**src/rtl/dac_pkg.sv**
```systemverilog
// Shared definitions for the decimal ASCII converter.
// Assumes: base-ten output, characters encoded as 0x30 plus the digit.
package dac_pkg;
    localparam int unsigned RADIX      = 10;
    localparam int unsigned REM_W      = 4;
    localparam logic [3:0]  ASCII_HIGH = 4'h3;

    typedef enum logic {
        ST_IDLE,
        ST_RUN
    } conv_state_t;
endpackage

```
**src/rtl/div10_unit.sv**
```systemverilog
// Restoring divider by ten, one quotient bit per cycle.
// A pulse on go_i loads the dividend. After DATA_W step cycles, res_valid_o
// rises and stays high until the next go_i, or until ack_i with no new go_i.
// Assumes: the remainder always fits in REM_W bits.
module div10_unit
    import dac_pkg::*;
#(
    parameter int unsigned DATA_W = 32
) (
    input  logic              clk,
    input  logic              rst_n,
    input  logic              go_i,
    input  logic [DATA_W-1:0] dividend_i,
    input  logic              ack_i,
    output logic              res_valid_o,
    output logic [DATA_W-1:0] quot_o,
    output logic [REM_W-1:0]  rem_o
);
    localparam int unsigned CNT_W = $clog2(DATA_W + 1);

    logic [DATA_W-1:0] quot_q;
    logic [REM_W-1:0]  rem_q;
    logic [CNT_W-1:0]  cnt_q;
    logic              run_q;
    logic [REM_W:0]    trial;
    logic              fits;
    logic [DATA_W-1:0] dvd_q;

    // Bring the next dividend bit into the trial remainder and compare it against the radix.
    always_comb begin
        trial = {rem_q, quot_q[DATA_W-1]};
        fits  = (trial >= (REM_W+1)'(RADIX));
    end

    // Load on go_i, then run one restoring step per cycle until the count is exhausted.
    always_ff @(posedge clk) begin
        if (!rst_n) begin
            quot_q <= '0;
            rem_q  <= '0;
            cnt_q  <= '0;
            run_q  <= 1'b0;
        end else if (go_i) begin
            quot_q <= dividend_i;
            rem_q  <= '0;
            cnt_q  <= CNT_W'(DATA_W);
            run_q  <= 1'b1;
        end else if (cnt_q != '0) begin
            quot_q <= {quot_q[DATA_W-2:0], fits};
            rem_q  <= fits ? REM_W'(trial - (REM_W+1)'(RADIX)) : trial[REM_W-1:0];
            cnt_q  <= cnt_q - 1'b1;
        end else if (ack_i) begin
            run_q  <= 1'b0;
        end
    end

    // Keep a copy of the dividend so the result can be checked against it.
    always_ff @(posedge clk) begin
        if (!rst_n)    dvd_q <= '0;
        else if (go_i) dvd_q <= dividend_i;
    end

    assign res_valid_o = run_q && (cnt_q == '0);
    assign quot_o      = quot_q;
    assign rem_o       = rem_q;

    // a finished result satisfies quotient*10 + remainder == dividend, with remainder below ten.
    a_r2_div_identity: assert property (@(posedge clk) disable iff (!rst_n)
        res_valid_o |-> (({4'b0, quot_q} * (DATA_W+4)'(RADIX)) + (DATA_W+4)'(rem_q) == {4'b0, dvd_q})
                        && (rem_q < REM_W'(RADIX)));
endmodule

```
**src/rtl/char_buffer.sv**
```systemverilog
// String store of BUF_LEN bytes. The last byte is a constant terminator of zero.
// clr_i zeroes every byte. wr_i writes one character at wr_idx_i.
// Assumes: wr_idx_i never addresses the terminator.
module char_buffer #(
    parameter int unsigned BUF_LEN = 12,
    parameter int unsigned IDX_W   = $clog2(BUF_LEN)
) (
    input  logic               clk,
    input  logic               rst_n,
    input  logic               clr_i,
    input  logic               wr_i,
    input  logic [IDX_W-1:0]   wr_idx_i,
    input  logic [7:0]         wr_char_i,
    output logic [8*BUF_LEN-1:0] text_o
);
    genvar gi;
    generate
        for (gi = 0; gi < BUF_LEN - 1; gi++) begin : g_byte
            logic [7:0] byte_q;
            // Clear on reset or on a new conversion; take the character when addressed.
            always_ff @(posedge clk) begin
                if (!rst_n || clr_i)
                    byte_q <= 8'h00;
                else if (wr_i && (wr_idx_i == IDX_W'(gi)))
                    byte_q <= wr_char_i;
            end
            assign text_o[8*gi +: 8] = byte_q;
        end
    endgenerate

    assign text_o[8*(BUF_LEN-1) +: 8] = 8'h00;

    // a write never lands on the terminator slot.
    a_r3_no_term_write: assert property (@(posedge clk) disable iff (!rst_n)
        wr_i |-> (wr_idx_i < IDX_W'(BUF_LEN - 1)));
endmodule

```
**src/rtl/dec_ascii_conv.sv**
```systemverilog
// Top level: sequences divide-by-ten steps and writes each remainder as a character,
// filling the buffer from the position just ahead of the terminator towards index 0.
// Assumes: BUF_LEN - 1 is at least the decimal digit count of the largest DATA_W value.
module dec_ascii_conv
    import dac_pkg::*;
#(
    parameter int unsigned DATA_W  = 32,
    parameter int unsigned BUF_LEN = 12,
    localparam int unsigned IDX_W  = $clog2(BUF_LEN),
    localparam int unsigned TXT_W  = 8 * BUF_LEN
) (
    input  logic              clk,
    input  logic              rst_n,
    input  logic              start,
    input  logic [DATA_W-1:0] value_i,
    output logic              done,
    output logic [TXT_W-1:0]  text_o,
    output logic [IDX_W-1:0]  first_idx_o
);
    localparam logic [IDX_W-1:0] TERM_IDX = IDX_W'(BUF_LEN - 1);
    localparam logic [IDX_W-1:0] LAST_POS = IDX_W'(BUF_LEN - 2);

    conv_state_t       state_q;
    logic [IDX_W-1:0]  widx_q;
    logic [IDX_W-1:0]  first_q;
    logic              done_q;

    logic              accept;
    logic              res_valid;
    logic [DATA_W-1:0] quot;
    logic [REM_W-1:0]  rem;
    logic              last_digit;
    logic              div_go;
    logic [DATA_W-1:0] div_in;
    logic              wr_en;
    logic [7:0]        wr_char;

    // Decide this cycle's actions: accept a request, write a digit, relaunch the divider.
    always_comb begin
        accept     = (state_q == ST_IDLE) && start;
        wr_en      = (state_q == ST_RUN) && res_valid;
        last_digit = (quot == '0);
        div_go     = accept || (wr_en && !last_digit);
        div_in     = accept ? value_i : quot;
        wr_char    = {ASCII_HIGH, rem};
    end

    div10_unit #(.DATA_W(DATA_W)) u_div (
        .clk         (clk),
        .rst_n       (rst_n),
        .go_i        (div_go),
        .dividend_i  (div_in),
        .ack_i       (wr_en),
        .res_valid_o (res_valid),
        .quot_o      (quot),
        .rem_o       (rem)
    );

    char_buffer #(.BUF_LEN(BUF_LEN), .IDX_W(IDX_W)) u_buf (
        .clk       (clk),
        .rst_n     (rst_n),
        .clr_i     (accept),
        .wr_i      (wr_en),
        .wr_idx_i  (widx_q),
        .wr_char_i (wr_char),
        .text_o    (text_o)
    );

    // Control sequence: idle, run through the digits, pulse done after the last one.
    always_ff @(posedge clk) begin
        if (!rst_n) begin
            state_q <= ST_IDLE;
            widx_q  <= LAST_POS;
            first_q <= TERM_IDX;
            done_q  <= 1'b0;
        end else begin
            done_q <= 1'b0;
            if (accept) begin
                state_q <= ST_RUN;
                widx_q  <= LAST_POS;
                first_q <= TERM_IDX;
            end else if (wr_en) begin
                first_q <= widx_q;
                widx_q  <= widx_q - 1'b1;
                if (last_digit) begin
                    state_q <= ST_IDLE;
                    done_q  <= 1'b1;
                end
            end
        end
    end

    assign done        = done_q;
    assign first_idx_o = first_q;

    // done never lasts more than one cycle.
    a_r6_done_pulse: assert property (@(posedge clk) disable iff (!rst_n)
        done |=> !done);

    // every character written is a decimal digit.
    a_r2_char_digit: assert property (@(posedge clk) disable iff (!rst_n)
        wr_en |-> (wr_char >= 8'h30) && (wr_char <= 8'h39));

    // at completion the leading position holds a digit and the byte before it is empty.
    a_r5_lead_char: assert property (@(posedge clk) disable iff (!rst_n)
        done |-> (text_o[8*first_idx_o +: 8] != 8'h00) && (first_idx_o < TERM_IDX)
                 && ((first_idx_o == '0) || (text_o[8*(first_idx_o - 1'b1) +: 8] == 8'h00)));

    // a request during a conversion does not restart or reset the write position.
    a_r7_busy_ignore: assert property (@(posedge clk) disable iff (!rst_n)
        (state_q == ST_RUN && start && !wr_en) |=> (state_q == ST_RUN) && $stable(widx_q));

    // the terminator byte stays zero.
    a_r3_terminator: assert property (@(posedge clk) disable iff (!rst_n)
        text_o[8*(BUF_LEN-1) +: 8] == 8'h00);
endmodule

```
**config.mk**
```make
export PLATFORM = sky130hd
export DESIGN_NAME = dec_ascii_conv
export DESIGN_NICKNAME = d
export VERILOG_FILES = /design/src/rtl/dac_pkg.sv /design/src/rtl/div10_unit.sv /design/src/rtl/char_buffer.sv /design/src/rtl/dec_ascii_conv.sv
export SDC_FILE = /design/constraint.sdc
export NUM_CORES = 1
export LEC_CHECK = 0
export ABC_AREA = 1
export BUFFER_PORTS_ARGS = -buffer_cell sky130_fd_sc_hd__buf_4
export CAP_MARGIN = 10
export CORE_MARGIN = 2
export CORE_UTILIZATION = 40
export DETAILED_ROUTE_END_ITERATION = 16
export PLACE_DENSITY = 0.69
export SYNTH_ARGS = -nofsm -noshare
export SYNTH_HDL_FRONTEND = slang
export SYNTH_SLANG_ARGS = --single-unit
```
**constraint.sdc**
```tcl
create_clock -name clk -period 3.4 [get_ports clk]
set_input_delay 0.34 -clock clk [delete_from_list [all_inputs] [get_ports clk]]
set_output_delay 0.34 -clock clk [all_outputs]
set_load 0.1 [all_outputs]
```
==> impl_metrics.py, run 1 <==
metrics = {
    "global_routing": {
        "grt_usage_pct": 16.58,
        "grt_pass1_wl_um": 19040,
        "grt_pass1_vias": 3987,
        "antenna_found_initial": 0,
        "grt_use_met1_pct": 21.94,
        "grt.busiest_layer": "met2",
        "met3_usage_pct": 4.797,
        "grt_use_met2_pct": 26.68,
        "grt-ovfl-total": 0,
        "grt_max_degree": 65,
    },
    "pwr": {
        "pwr-share-comb_pct": 32.2,
        "p_int_mw": 2.475,
        "p_per_area_nw_per_um2": 653.0,
        "total_power_mw": 4.009,
        "p_leak_nw": 2.899,
        "p_seq_share_pct": 42.4,
        "pwr-share-clk_pct": 25.4,
        "switching_share_pct": 38.27,
        "p_sw_mw": 1.534,
        "vdd_drop_max_mv": 0.3307,
    },
    "synthesis": {
        "syn_inst": 707,
        "synth.ff_latch_count": 108,
        "yosysWarnings": 0,
        "avgSynthCellArea_um2": 7.286,
        "ys_seq_area_share_pct": 41.97,
        "syn-cell-area_um2": 5151,
        "ys_types": 30,
    },
    "cells_and_area": {
        "fin_area_um2": 6140,
        "final_cell_mix": "132 x inv_1, 111 x buf_4, 108 x dfxtp_1, 102 x nand3_1, 69 x a21oi_1",
        "post-route-util_pct": 48.65,
        "layout.nets": 827,
        "n_antenna_cell": 0,
        "layout_commonest_cell": "inv_1",
        "synthToLayoutAreaGrowth_pct": 19.19,
        "drive_above_1_share_pct": 18.88,
        "stdcell_count": 961,
    },
    "timing": {
        "fin_skew_ns": 0.008823,
        "fmax_ghz": 0.4367,
        "finalSetupViolCount": 0,
        "hold_viol_final": 0,
        "tns_ns": 0,
        "rsz0062_at_grt": "false",
        "period_needed_ns": 2.290,
        "fin_hold_ws_ns": 0.3088,
        "tightest_slew_ns": 0.6559,
        "slew_headroom_pct": 56.22,
        "fin_ws_ns": 1.110,
        "maxSlewViolCount": 0,
        "fin_crit_sh_pct": 67.36,
    },
    "die": {
        "initial_core_util_pct": 40.82,
        "ios": 136,
        "die_area_um2": 13800,
        "rows": 41,
        "die_w_um": 117.5,
        "dieHeight_um": 117.5,
        "coreArea_um2": 12620,
    },
    "hold_path": {
        "min_path_type": "input pin to register",
    },
    "cts": {
        "cts_setup_buffers": 0,
        "clockBufferDepth": 2,
        "clkTransAtPathRegs_ns": 0.07,
        "cts_made_buffers": 9,
        "cts_max_level": 3,
        "cts_resized": 0,
        "ctsHoldBuffers": 0,
        "cts_sinks": 108,
        "cts_tree": "done",
        "clk_latency_ns": 0.35,
        "cts-root-buf": "clkbuf_16",
    },
    "routing": {
        "drt_wl_total_um": 11600,
        "vias_per_cell": 4.624,
        "vias": 4444,
        "drt_iter0_drc": 246,
        "drt_first_pass_iters": 5,
        "wl_per_cell_um": 12.07,
        "post-route-drc-count": 0,
        "ant_nets": 0,
    },
    "placement": {
        "dp_worst_setup_slack_ns": 1.137,
        "globalplace.congestion": 0.7876,
        "placed_area_um2": 5856,
        "portBuffers": 105,
        "dp.cells": 945,
        "dp_hpwl_um": 7700,
    },
    "worst_setup_path": {
        "start_kind": "register",
        "cp.required_ns": 3.64,
        "cp-end-kind": "register",
        "path_class": "register to register",
        "cp_data_arrival_time_ns": 2.53,
        "crit_path_max_fanout": 26,
    },
    "status": {
        "status": "finished, final reports clean",
    },
    "flow_run": {
        "maxCapViolations": 0,
    },
}
==> cell families (layout without fill, tap and decap cells) <==
logic type | count (synthesis) | after routing | synth area share (%)
AOI/OAI and AO/OA | 156 | 156 | 15.52
xor gates and xnor gates | 2 | 2 | 0.3401
adders and majority gates | 8 | 8 | 1.943
buffers and inverters | 209 | 262 | 18.82
DFF | 108 | 108 | 41.97
other | 1 | 30 | 0.07280
and+or+nand+nor | 223 | 223 | 21.33
==> area by class of cell <==
class                           count  area [µm²]
Clock buffer                       11       242.7
Clock inverter                      5       41.29
Fill cell                        1290        6480
Inverter                          135       514.2
Multi-Input combinational cell    419        2131
Sequential cell                   108        2162
Tap cell                          172       215.2
Timing Repair Buffer              111       833.3
==> Yosys cell counts, drive strengths merged <==
cell type / n / area, µm²
clkbuf: 22 / 83.83
a21oi: 69 / 345.3
nor2: 35 / 133.9
nand2: 68 / 255.2
nand3: 115 / 678.2
xnor2: 1 / 8.760
inv: 134 / 505.5
conb: 1 / 3.750
dfxtp: 108 / 2162
xor2: 1 / 8.760
o211ai: 4 / 30.03
nand4: 1 / 6.260
ha: 8 / 100.1
or2: 4 / 25.02
buf: 52 / 371.6
clkinv: 1 / 8.760
a21o: 1 / 7.510
a211oi: 1 / 7.510
o21ai: 81 / 409.1
==> layer usage <==
| layer | up-vias | share of wire (%) | wire [µm] |
|---|---|---|---|
| met5 | - | 0 | 0 |
| met4 | 0 | 0.84 | 98 |
| met3 | 9 | 6.1 | 708 |
| met2 | 137 | 45 | 5237 |
| met1 | 1963 | 48 | 5557 |
| li1 | 2335 | - | - |
==> worst paths after layout <==
path / startpoint / endpoint / slack (ns) / cells after the start
setup / recovery: u_div.cnt_q[0]$_SDFFE_PP0P_ / u_div.rem_o[3]$_SDFFE_PP0P_ / 1.11 / 10
setup reg to reg: u_div.cnt_q[0]$_SDFFE_PP0P_ / u_div.rem_o[3]$_SDFFE_PP0P_ / 1.11 / 10
hold / removal: value_i[7] / u_div.quot_o[7]$_SDFFE_PN0P_ / 0.31 / 5
hold reg to reg: u_buf.g_byte[2].byte_q[0]$_SDFFE_PP0P_ / u_buf.g_byte[2].byte_q[0]$_SDFFE_PP0P_ / 0.45 / 2
==> flip-flops by register name (all words and copies together) (netlist names) <==
signal / flops
u_div.quot_o: 32
done: 1
widx_q: 4
state_q: 1
first_idx_o: 4
u_div.rem_o: 4
u_div.run_q: 1
u_div.cnt_q: 6
u_buf.g_byte.byte_q: 55
==> worst max-delay path, stage by stage (launching register included) <==
cell     delay [ns]
dfxtp_1        0.31
inv_1          0.11
ha_1           0.20
nand3_4        0.14
inv_4          0.13
nand3_2        0.23
nand2_1        0.31
buf_4          0.34
nand2_1        0.15
nand2_1        0.18
a21oi_1        0.06
==> power by group through the flow <==
stage,sequential [mW],clock [mW],combinational [mW]
floorplan,1.69,0,1.10
global placement,1.72,0,1.28
detailed placement,1.72,0,1.29
CTS,1.70,1.04,1.30
global route,1.73,1.09,1.48
finish,1.70,1.02,1.29
(Power assumes the default switching activity.)
==> inputs of run 2 (changes only) <==
- clock period: 3.4 -> 2.23 ns (I/O delays scaled with it)
==> impl_metrics.py, run 2 (synthesis results as in run 1) <==
metrics = {
    "cells_and_area": {
        "synthToLayoutAreaGrowth_pct": 20.67,
        "fin_area_um2": 6216,
        "nFillCells": 1283,
        "layout.nets": 834,
        "regMostFlops": "u_buf.g_byte.byte_q",
        "post-route-util_pct": 49.26,
        "drive_above_1_share_pct": 19.62,
        "layout_commonest_cell": "inv_1",
        "n_antenna_cell": 0,
        "seq_area_um2": 2162,
        "multi_input_area_um2": 2131,
        "final_cell_mix": "132 x inv_1, 116 x buf_4, 108 x dfxtp_1, 102 x nand3_1, 69 x a21oi_1",
        "largest_reg_flops": 55,
    },
    "placement": {
        "dp_hpwl_um": 7915,
        "portBuffers": 105,
        "globalplace.congestion": 0.8134,
        "placed_area_um2": 5933,
        "dp_worst_setup_slack_ns": 0.2880,
    },
    "die": {
        "rows": 41,
        "die_w_um": 117.5,
        "dieHeight_um": 117.5,
        "initial_core_util_pct": 40.82,
        "coreArea_um2": 12620,
        "ios": 136,
        "die_area_um2": 13800,
    },
    "routing": {
        "ant_nets": 0,
        "vias_per_cell": 4.614,
        "wl_per_cell_um": 11.71,
        "drt_iter0_drc": 247,
        "drt_wl_total_um": 11330,
        "vias": 4462,
        "post-route-drc-count": 0,
        "drt_first_pass_iters": 4,
    },
    "pwr": {
        "total_power_mw": 6.132,
        "p_leak_nw": 2.946,
        "switching_share_pct": 38.15,
        "vdd_drop_max_mv": 0.5407,
        "p_seq_share_pct": 41.8,
        "pwr-share-clk_pct": 25.0,
        "p_per_area_nw_per_um2": 986.5,
        "p_sw_mw": 2.339,
        "pwr-share-comb_pct": 33.2,
        "p_int_mw": 3.793,
    },
    "global_routing": {
        "grt_usage_pct": 16.41,
        "grt-ovfl-total": 0,
        "grt_max_degree": 65,
        "grt_pass1_wl_um": 19100,
        "grt_pass1_vias": 4032,
        "antenna_found_initial": 0,
    },
    "timing": {
        "tightest_slew_ns": 0.5794,
        "fin_crit_sh_pct": 87.37,
        "finalSetupViolCount": 0,
        "period_needed_ns": 1.948,
        "rsz0062_at_grt": "false",
        "tns_ns": 0,
        "hold_viol_final": 0,
        "fmax_ghz": 0.5133,
        "fin_skew_ns": 0.01116,
        "fin_ws_ns": 0.2817,
        "maxSlewViolCount": 0,
        "slew_headroom_pct": 61.23,
    },
    "worst_setup_path": {
        "cp.required_ns": 2.52,
        "r2r_cells": 12,
        "path_class": "register to register",
        "start_kind": "register",
        "rrSetupSlack_ns": 0.28,
        "reg2reg_to": "u_div.quot_o[4]$_SDFFE_PN0P_",
        "cp_data_arrival_time_ns": 2.24,
        "crit_path_max_fanout": 32,
        "r2r_start": "u_div.cnt_q[0]$_SDFFE_PP0P_",
        "cp-end-kind": "register",
    },
    "cts": {
        "cts_made_buffers": 9,
        "cts_resized": 0,
        "clockBufferDepth": 2,
        "clk_latency_ns": 0.35,
        "cts_tree": "done",
        "ctsHoldBuffers": 0,
        "cts_sinks": 108,
        "clkTransAtPathRegs_ns": 0.07,
        "cts_setup_buffers": 0,
        "cts-root-buf": "clkbuf_16",
        "cts_max_level": 3,
    },
    "hold_path": {
        "min_path_cells": 5,
        "min_path_type": "input pin to register",
        "hold_start": "value_i[15]",
        "hold_path_end": "u_div.quot_o[15]$_SDFFE_PN0P_",
    },
    "flow_run": {
        "maxCapViolations": 0,
    },
    "status": {
        "status": "finished, final reports clean",
    },
}
[run 2: cell types whose count changed in the layout (fill, tap and decap cells not counted)]
cell / change
clkinv_2: -1
clkbuf_8: -1
clkinvlp_4: -1
inv_8: +1
buf_4: +5
clkinv_4: +3
inv_6: -1
clkbuf_1: -1
buf_12: +2
[run 2: worst max-delay path by stage]
stage,start,endpoint,slack [ns],depth (start not counted)
2_1_floorplan,u_buf.g_byte[1].byte_q[4]$_SDFFE_PP0P_,text_o[13],0.63,1
3_3_place_gp,u_div.cnt_q[0]$_SDFFE_PP0P_,u_div.quot_o[23]$_SDFFE_PN0P_,0.34,12
3_5_place_dp,u_div.cnt_q[1]$_SDFFE_PP0P_,u_div.quot_o[4]$_SDFFE_PN0P_,0.29,12
4_1_cts,u_div.cnt_q[1]$_SDFFE_PP0P_,u_div.quot_o[4]$_SDFFE_PN0P_,0.27,12
5_1_grt,u_div.cnt_q[0]$_SDFFE_PP0P_,u_div.quot_o[12]$_SDFFE_PN0P_,0.04,12
6_report,u_div.cnt_q[0]$_SDFFE_PP0P_,u_div.quot_o[4]$_SDFFE_PN0P_,0.28,12
[run 2: power groups by stage]
stage	Clock, mW	Sequential, mW	Combinational, mW
floorplan	0	2.58	1.68
detailed placement	0	2.60	2.04
global placement	0	2.60	2.01
CTS	1.56	2.56	2.06
finish	1.53	2.57	2.03
global route	1.64	2.62	2.32
[run 2: final cells by class]
type	instances	share of cell area, %
tap	172	3.462
multi-input combinational	419	34.28
clock inverter	6	0.9259
inverter	135	8.273
clock buffer	9	3.623
timing repair buffer	118	14.65
sequential	108	34.78
[run 2: per-stage QoR]
step                      instances  hold WS (ns)
after detailed placement        952        0.4355
final                           967        0.1947
after floorplan                 736        0.3961
after global placement          952        0.4320
after CTS                       967        0.1912
after global routing            967        0.2115
[run 2: worst max-delay path, cell delays in order (launching register included)]
cell	delay [ns]
dfxtp_1	0.33
inv_1	0.07
ha_1	0.23
nand3_4	0.14
inv_4	0.07
nand3_2	0.12
clkinv_4	0.19
o21ai_2	0.10
buf_4	0.32
nand3_1	0.12
nand3_1	0.10
nand2_1	0.05
inv_1	0.04
[run 2: per-layer routing]
layer | vias to the layer above | track usage (%) | wire, µm
li1 | 2358 | - | -
met1 | 1966 | 22.20 | 5440
met2 | 129 | 26.68 | 5104
met3 | 9 | 3.828 | 683
met4 | 0 | 3.765 | 97
met5 | - | 0 | 0
